File: config.mk
export PLATFORM = sky130hd
export DESIGN_NAME = i2s_tx_top
export DESIGN_NICKNAME = d
export VERILOG_FILES = /design/src/rtl/i2s_tx_pkg.sv /design/src/rtl/i2s_tx_fifo.sv /design/src/rtl/i2s_tx_ctrl.sv /design/src/rtl/i2s_tx_datapath.sv /design/src/rtl/i2s_tx_top.sv
export SDC_FILE = /design/constraint.sdc
export NUM_CORES = 1
export LEC_CHECK = 0
export ABC_CLOCK_PERIOD_IN_PS = 3800
export BUFFER_PORTS_ARGS = -buffer_cell sky130_fd_sc_hd__buf_2
export CAP_MARGIN = 15
export CORE_MARGIN = 3
export CORE_UTILIZATION = 50
export DETAILED_ROUTE_END_ITERATION = 8
export HOLD_SLACK_MARGIN = 0.03
export PLACE_DENSITY = 0.75
export RECOVER_POWER = 50
export SYNTH_ARGS = -nofsm -noshare
export SYNTH_HDL_FRONTEND = slang
export SYNTH_SLANG_ARGS = --single-unit
File: constraint.sdc
create_clock -name clk -period 3.8 [get_ports clk]
set_clock_uncertainty 0.15 [all_clocks]
set_input_delay 0.19 -clock clk [delete_from_list [all_inputs] [get_ports clk]]
set_output_delay 0.19 -clock clk [all_outputs]
set_load 0.01 [all_outputs]
File: src/rtl/i2s_tx_pkg.sv
`timescale 1ns/1ps
package i2s_tx_pkg;
  localparam int WORD_W = 32;
  localparam int WID_W  = 5;
  localparam int DIV_W  = 8;

  typedef struct packed {
    logic              pushStb;
    logic              clearStb;
    logic              txEn;
    logic [WID_W-1:0]  widthM1;
    logic [DIV_W-1:0]  mDivM1;
    logic [DIV_W-1:0]  fDivM1;
    logic [WORD_W-1:0] pushData;
  } ctl_t;
endpackage

File: src/rtl/i2s_tx_fifo.sv
`timescale 1ns/1ps
module i2s_tx_fifo #(
  parameter int W     = 32,
  parameter int DEPTH = 32,
  localparam int AW    = $clog2(DEPTH),
  localparam int LVL_W = AW + 1
) (
  input  logic             clk,
  input  logic             rstN,
  input  logic             clr,
  input  logic             push,
  input  logic [W-1:0]     wData,
  input  logic             pop,
  output logic [W-1:0]     rData,
  output logic [LVL_W-1:0] level,
  output logic             empty
);
  logic [W-1:0]    mem [DEPTH];
  logic [AW-1:0]   wrPtr, rdPtr;
  logic            doPush, doPop;

  assign empty  = (level == '0);
  assign doPush = push && (level != LVL_W'(DEPTH));
  assign doPop  = pop && !empty;
  assign rData  = mem[rdPtr];

  always_ff @(posedge clk) begin
    if (doPush) mem[wrPtr] <= wData;
  end

  always_ff @(posedge clk or negedge rstN) begin
    if (!rstN) begin
      wrPtr <= '0;
      rdPtr <= '0;
      level <= '0;
    end else if (clr) begin
      wrPtr <= '0;
      rdPtr <= '0;
      level <= '0;
    end else begin
      if (doPush) wrPtr <= wrPtr + 1'b1;
      if (doPop)  rdPtr <= rdPtr + 1'b1;
      case ({doPush, doPop})
        2'b10:   level <= level + 1'b1;
        2'b01:   level <= level - 1'b1;
        default: level <= level;
      endcase
    end
  end
endmodule

File: src/rtl/i2s_tx_ctrl.sv
`timescale 1ns/1ps
module i2s_tx_ctrl
  import i2s_tx_pkg::*;
#(
  parameter int ADDR_W = 6,
  parameter int LVL_W  = 6
) (
  input  logic              clk,
  input  logic              rstN,
  input  logic              busWrEn,
  input  logic [ADDR_W-1:0] busAddr,
  input  logic [WORD_W-1:0] busWrData,
  output logic [WORD_W-1:0] busRdData,
  input  logic [LVL_W-1:0]  level,
  input  logic              underrun,
  output ctl_t              ctlBus
);
  localparam int IDX_W = ADDR_W - 2;
  localparam logic [IDX_W-1:0] SLOT_WIDTH = IDX_W'(0);
  localparam logic [IDX_W-1:0] SLOT_DIV   = IDX_W'(2);
  localparam logic [IDX_W-1:0] SLOT_LVL   = IDX_W'(3);
  localparam logic [IDX_W-1:0] SLOT_XFER  = IDX_W'(7);
  localparam logic [IDX_W-1:0] SLOT_CLR   = IDX_W'(8);
  localparam logic [IDX_W-1:0] SLOT_DATA  = IDX_W'(9);

  logic [IDX_W-1:0] idx;
  logic             aligned;
  logic [WID_W-1:0] widthM1;
  logic [DIV_W-1:0] mDivM1, fDivM1;
  logic [1:0]       xferBits;

  assign idx     = busAddr[ADDR_W-1:2];
  assign aligned = (busAddr[1:0] == 2'b00);

  always_ff @(posedge clk or negedge rstN) begin
    if (!rstN) begin
      widthM1  <= WID_W'(15);
      mDivM1   <= DIV_W'(7);
      fDivM1   <= DIV_W'(31);
      xferBits <= 2'b00;
    end else if (busWrEn && aligned) begin
      case (idx)
        SLOT_WIDTH: widthM1 <= busWrData[WID_W-1:0];
        SLOT_DIV: begin
          mDivM1 <= busWrData[16 +: DIV_W];
          fDivM1 <= busWrData[0 +: DIV_W];
        end
        SLOT_XFER: xferBits <= busWrData[1:0];
        default: ;
      endcase
    end
  end

  always_comb begin
    busRdData = '0;
    if (aligned) begin
      case (idx)
        SLOT_WIDTH: busRdData[WID_W-1:0] = widthM1;
        SLOT_DIV: begin
          busRdData[16 +: DIV_W] = mDivM1;
          busRdData[0 +: DIV_W]  = fDivM1;
        end
        SLOT_LVL: begin
          busRdData[LVL_W-1:0] = level;
          busRdData[8]         = underrun;
        end
        SLOT_XFER: busRdData[1:0] = xferBits;
        default: ;
      endcase
    end
  end

  always_comb begin
    ctlBus          = '0;
    ctlBus.pushStb  = busWrEn && aligned && (idx == SLOT_DATA);
    ctlBus.clearStb = busWrEn && aligned && (idx == SLOT_CLR);
    ctlBus.txEn     = xferBits[0];
    ctlBus.widthM1  = widthM1;
    ctlBus.mDivM1   = mDivM1;
    ctlBus.fDivM1   = fDivM1;
    ctlBus.pushData = busWrData;
  end
endmodule

File: src/rtl/i2s_tx_datapath.sv
`timescale 1ns/1ps
module i2s_tx_datapath
  import i2s_tx_pkg::*;
#(
  parameter int DEPTH = 32,
  localparam int LVL_W = $clog2(DEPTH) + 1
) (
  input  logic             clk,
  input  logic             rstN,
  input  ctl_t             ctlBus,
  output logic [LVL_W-1:0] level,
  output logic             underrun,
  output logic             sclk,
  output logic             lrclk,
  output logic             sdo
);
  logic [WORD_W-1:0] rData, aligned, shReg;
  logic              empty, tick, slotStart, pop;
  logic [DIV_W-1:0]  mCnt, bitCnt, nextBit;
  logic [DIV_W:0]    halfM, halfF;

  i2s_tx_fifo #(.W(WORD_W), .DEPTH(DEPTH)) u_fifo (
    .clk(clk), .rstN(rstN), .clr(ctlBus.clearStb),
    .push(ctlBus.pushStb), .wData(ctlBus.pushData),
    .pop(pop), .rData(rData), .level(level), .empty(empty)
  );

  assign halfM     = ({1'b0, ctlBus.mDivM1} + 1'b1) >> 1;
  assign halfF     = ({1'b0, ctlBus.fDivM1} + 1'b1) >> 1;
  assign tick      = ctlBus.txEn && (mCnt == ctlBus.mDivM1);
  assign nextBit   = (bitCnt == ctlBus.fDivM1) ? '0 : bitCnt + 1'b1;
  assign slotStart = (nextBit == '0) || ({1'b0, nextBit} == halfF);
  assign pop       = tick && slotStart;
  assign aligned   = rData << (WID_W'(WORD_W - 1) - ctlBus.widthM1);
  assign sclk      = ctlBus.txEn && ({1'b0, mCnt} >= halfM);
  assign lrclk     = ({1'b0, bitCnt} >= halfF);

  always_ff @(posedge clk or negedge rstN) begin
    if (!rstN) begin
      mCnt     <= '0;
      bitCnt   <= '0;
      shReg    <= '0;
      sdo      <= 1'b0;
      underrun <= 1'b0;
    end else if (ctlBus.clearStb || !ctlBus.txEn) begin
      mCnt   <= '0;
      bitCnt <= ctlBus.fDivM1;
      shReg  <= '0;
      sdo    <= 1'b0;
      if (ctlBus.clearStb) underrun <= 1'b0;
    end else if (tick) begin
      mCnt   <= '0;
      bitCnt <= nextBit;
      sdo    <= shReg[WORD_W-1];
      if (slotStart) begin
        shReg <= empty ? '0 : aligned;
        if (empty) underrun <= 1'b1;
      end else begin
        shReg <= shReg << 1;
      end
    end else begin
      mCnt <= mCnt + 1'b1;
    end
  end
endmodule

File: src/rtl/i2s_tx_top.sv
`timescale 1ns/1ps
module i2s_tx_top
  import i2s_tx_pkg::*;
#(
  parameter int DEPTH  = 32,
  parameter int ADDR_W = 6,
  localparam int LVL_W = $clog2(DEPTH) + 1
) (
  input  logic              clk,
  input  logic              rstN,
  input  logic              busWrEn,
  input  logic [ADDR_W-1:0] busAddr,
  input  logic [31:0]       busWrData,
  output logic [31:0]       busRdData,
  output logic              sclk,
  output logic              lrclk,
  output logic              sdo
);
  ctl_t             ctlBus;
  logic [LVL_W-1:0] lvl;
  logic             underrunFlag;

  i2s_tx_ctrl #(.ADDR_W(ADDR_W), .LVL_W(LVL_W)) u_ctrl (
    .clk(clk), .rstN(rstN), .busWrEn(busWrEn), .busAddr(busAddr),
    .busWrData(busWrData), .busRdData(busRdData),
    .level(lvl), .underrun(underrunFlag), .ctlBus(ctlBus)
  );

  i2s_tx_datapath #(.DEPTH(DEPTH)) u_dp (
    .clk(clk), .rstN(rstN), .ctlBus(ctlBus), .level(lvl),
    .underrun(underrunFlag), .sclk(sclk), .lrclk(lrclk), .sdo(sdo)
  );
endmodule

==> run_results.csv <==
group,metric,value,unit
clock_network,cts.sinks,1113,
sta,period_minus_slack,3.701,ns
setup_path,reg2reg_from,"u_dp.u_fifo.rdPtr[1]",
placed_design,gp_congestion,0.9106,
sta,rsz0062_at_grt,"true",
drt,detail-route-antenna-nets,0,
power,finalPower,37.08,mW
outcome,status,"finished, violations left",
die,core,0.09236,mm²
sta,setup_viol,0,
final_layout,drive_above_1_share,0.1918,
power,ir_drop,0.4527,mV
setup_path,crit_path_max_fanout,15,
die,start_util,0.5080,
synthesis,synthArstFlopShare,0.07996,
worst_hold_path,hold_path_depth,6,
global_route,gr-usage-all-layers,0.2624,
die,fp.dieW,312.3,µm
clock_network,cts_tree,"done",
clock_network,worstSkewPairLatency,0.71,ns
power,pwr-share-comb,0.340,
synthesis,synth.distinct_cells,86,
drt,wl_per_cell,29.01,µm
setup_path,r2r_cells,10,
power,p_switching,12.14,mW
drt,routed_wl,129.3,mm
global_route,first_global_vias,28170,
placed_design,hpwl,76.02,mm
final_layout,multi_input_area,0.01329,mm²
drt,dr_total_vias,28440,
synthesis,synthFlopType,"edfxtp_1",
die,die-area,0.09755,mm²
power,p_clk_frac,0.288,
power,power.internal,24.94,mW
synthesis,ys_seq_area_frac,0.7031,
drt,firstDrtPassIters,6,
synthesis,yosys_warnings,0,
global_route,grt_max_degree,72,
sta,max_freq,270.2,MHz
final_layout,layout_commonest_cell,"edfxtp_1",
setup_path,r2r_end,"u_dp.shReg[26]",
placed_design,port_buffers,60,
sta,finalMaxSlewViolations,213,
final_layout,area_growth,16.14,%
sta,hold_viol_final,0,
power,p_per_area,680.5,mW/mm²
power,p_leak,19.34,nW
setup_path,r2r_slack,0.1,ns
worst_hold_path,holdPathEnd,"u_dp.u_fifo.wrPtr[0]",
synthesis,synthCells,2868,
die,die_h,312.3,µm
global_route,grt_overflow,0,
power,seq_power_share,0.372,
setup_path,critical_path_class,"reg -> reg",
clock_network,clockBufferDepth,3,
placed_design,place_inst,4196,
clock_network,root_buffer,"clkbuf_16",
setup_path,worstPathArrival,4.12,ns
synthesis,synth_edf_count,1024,
clock_network,cts-buffers-inserted,108,
setup_path,endpoint_kind,"register",
worst_hold_path,min_from,"busAddr[0]",
outcome,failed_checks,"capacitance limit, slew limit",
global_route,grt_pass1_wl,188.9,mm
power,switching_share,0.3275,
final_layout,regArea,0.03300,mm²
sta,relSlewSlack,-0.2821,
sta,period_share,0.9739,
synthesis,ys_ff_latch,1113,
final_layout,nFillCells,6641,
drt,via_per_inst,6.381,
clock_network,path_clk_slew,0.06,ns
final_layout,final_net_count,3187,
synthesis,avgSynthCellArea,16.36,µm²
clock_network,htreeDepth,3,
global_route,antenna_found_initial,3,
sta,setup_tns,0,ns
synthesis,synth_area,0.04692,mm²
drt,drc_errors,0,
final_layout,finalNonFillerCells,4457,
sta,tightest_slew,1.923,ns
job,max_cap_viol_count,5,
die,fp-row-count,111,
worst_hold_path,hp-class,"in -> reg",
setup_path,crit_required,4.22,ns
sta,holdWs,0.09086,ns
final_layout,layout_common_cells,"edfxtp_1, mux2i_1, a22oi_1",
setup_path,start_kind,"register",
die,pin_count,76,
drt,drtIter0Drc,3970,
-- synthesized netlist by cell type (11+ instances only) --
| cell | number | share of area |
|---|---|---|
| or3_1 | 15 | 0.0020 |
| dfstp_2 | 12 | 0.0067 |
| nand4_1 | 19 | 0.0025 |
| mux2i_1 | 402 | 0.086 |
| ha_1 | 26 | 0.0069 |
| buf_4 | 62 | 0.0099 |
| a221oi_1 | 11 | 0.0021 |
| nor2_1 | 127 | 0.010 |
| clkbuf_1 | 59 | 0.0047 |
| or2_2 | 11 | 0.0015 |
| xnor2_1 | 22 | 0.0041 |
| o21ai_0 | 39 | 0.0042 |
| inv_1 | 16 | 0.0013 |
| dfrtp_1 | 77 | 0.041 |
| a22oi_1 | 192 | 0.031 |
| a31oi_1 | 15 | 0.0020 |
| and2_1 | 15 | 0.0020 |
| nand2_1 | 106 | 0.0085 |
| nand3_1 | 113 | 0.012 |
| mux2_2 | 27 | 0.0065 |
| mux4_2 | 80 | 0.038 |
| edfxtp_1 | 1024 | 0.66 |
| a21o_1 | 13 | 0.0021 |
| xor2_1 | 29 | 0.0054 |
| a21oi_1 | 46 | 0.0049 |
| buf_2 | 51 | 0.0054 |
| nor3_1 | 40 | 0.0043 |
| o22ai_1 | 20 | 0.0027 |
-- state kept, by name (all words and copies together), names as in the netlist, 2 cells and up --
| register | count |
|---|---|
| u_ctrl.mDivM1 | 8 |
| u_dp.u_fifo.mem | 1024 |
| u_dp.u_fifo.wrPtr | 5 |
| u_ctrl.widthM1 | 5 |
| u_ctrl.fDivM1 | 8 |
| u_dp.bitCnt | 8 |
| u_dp.u_fifo.level | 6 |
| u_dp.shReg | 32 |
| u_dp.mCnt | 8 |
| u_dp.u_fifo.rdPtr | 5 |
| u_ctrl.xferBits | 2 |
-- routing by layer --
layer / vias up / share of wire / GRT usage
li1: 11910 / - / -
met1: 14340 / 0.37 / 0.3563
met2: 1848 / 0.48 / 0.4250
met3: 336 / 0.11 / 0.04754
met4: 2 / 0.040 / 0.1009
met5: - / 0.00010 / 0
-- worst max-delay path by stage --
stage | endpoint | slack, ns | from
floorplan | u_dp.u_fifo.mem[23][0] | -0.25 | busAddr[1]
global placement | u_dp.shReg[22] | -0.25 | u_ctrl.fDivM1[0]
detailed placement | u_dp.u_fifo.level[4] | -0.21 | u_ctrl.fDivM1[0]
CTS | sclk | 0.02 | u_ctrl.mDivM1[0]
global route | lrclk | -0.04 | u_ctrl.fDivM1[0]
finish | u_dp.shReg[26] | 0.1 | u_dp.u_fifo.rdPtr[1]
-- worst max-delay path: stages, from the launching register on --
cell and delay (ns):
dfrtp_4 0.57, buf_4 0.31, mux4_2 0.33, a22o_1 0.28, a31oi_1 0.33, a21oi_1 0.17
a211o_1 0.43, nor2b_1 0.18, a221oi_1 0.40, nor2_1 0.08, or3_1 0.36
-- through the flow --
step                      area [µm²]  setup WS [ns]  utilization
after global routing           54490       -0.03961       0.5899
after detailed placement       50280        -0.2105       0.5444
after global placement         50280        -0.2502       0.5444
after floorplan                47010        -0.2452            -
after CTS                      54310        0.01814       0.5881
final                          54490        0.09916       0.5900
-- cells by family (layout without fill, tap and decap cells) --
group,count (synthesis),after routing,synth area share
compound gates,432,432,0.06661
xor+xnor,52,52,0.01003
fa+ha+maj,26,26,0.006933
buf+inv,207,536,0.02384
flops,1113,1113,0.7031
mux,516,516,0.1346
other cells,1,18,0.00007992
simple gates,521,521,0.05480
-- cell type report --
type / instances / share of cell area
sequential: 1113 / 0.6057
multi-input combinational: 1562 / 0.2438
timing repair buffer: 316 / 0.05515
clock buffer: 135 / 0.05240
tap: 1243 / 0.02854
clock inverter: 66 / 0.01300
inverter: 19 / 0.001309
antenna: 3 / 0.0001378
-- power by group through the flow --
stage                     sequential (mW)  clock, mW  combinational, mW
after floorplan                      13.9          0               7.86
after global placement               14.1          0               11.8
after detailed placement             14.1          0               12.0
after CTS                            13.8       10.8               12.2
after global routing                 13.8       11.3               13.2
final                                13.8       10.7               12.6
-- repair_timing --
item                                   4_1_cts  5_1_grt
cloned                                       0        0
setup endpoints to repair                   21       15
endpoints found under the hold margin     1130        0
resized for setup                            8       20
buffers inserted                             4       14
pin swaps                                    1        4
hold buffers                                39        0
Note: power is estimated with default switching activity, not from simulation.
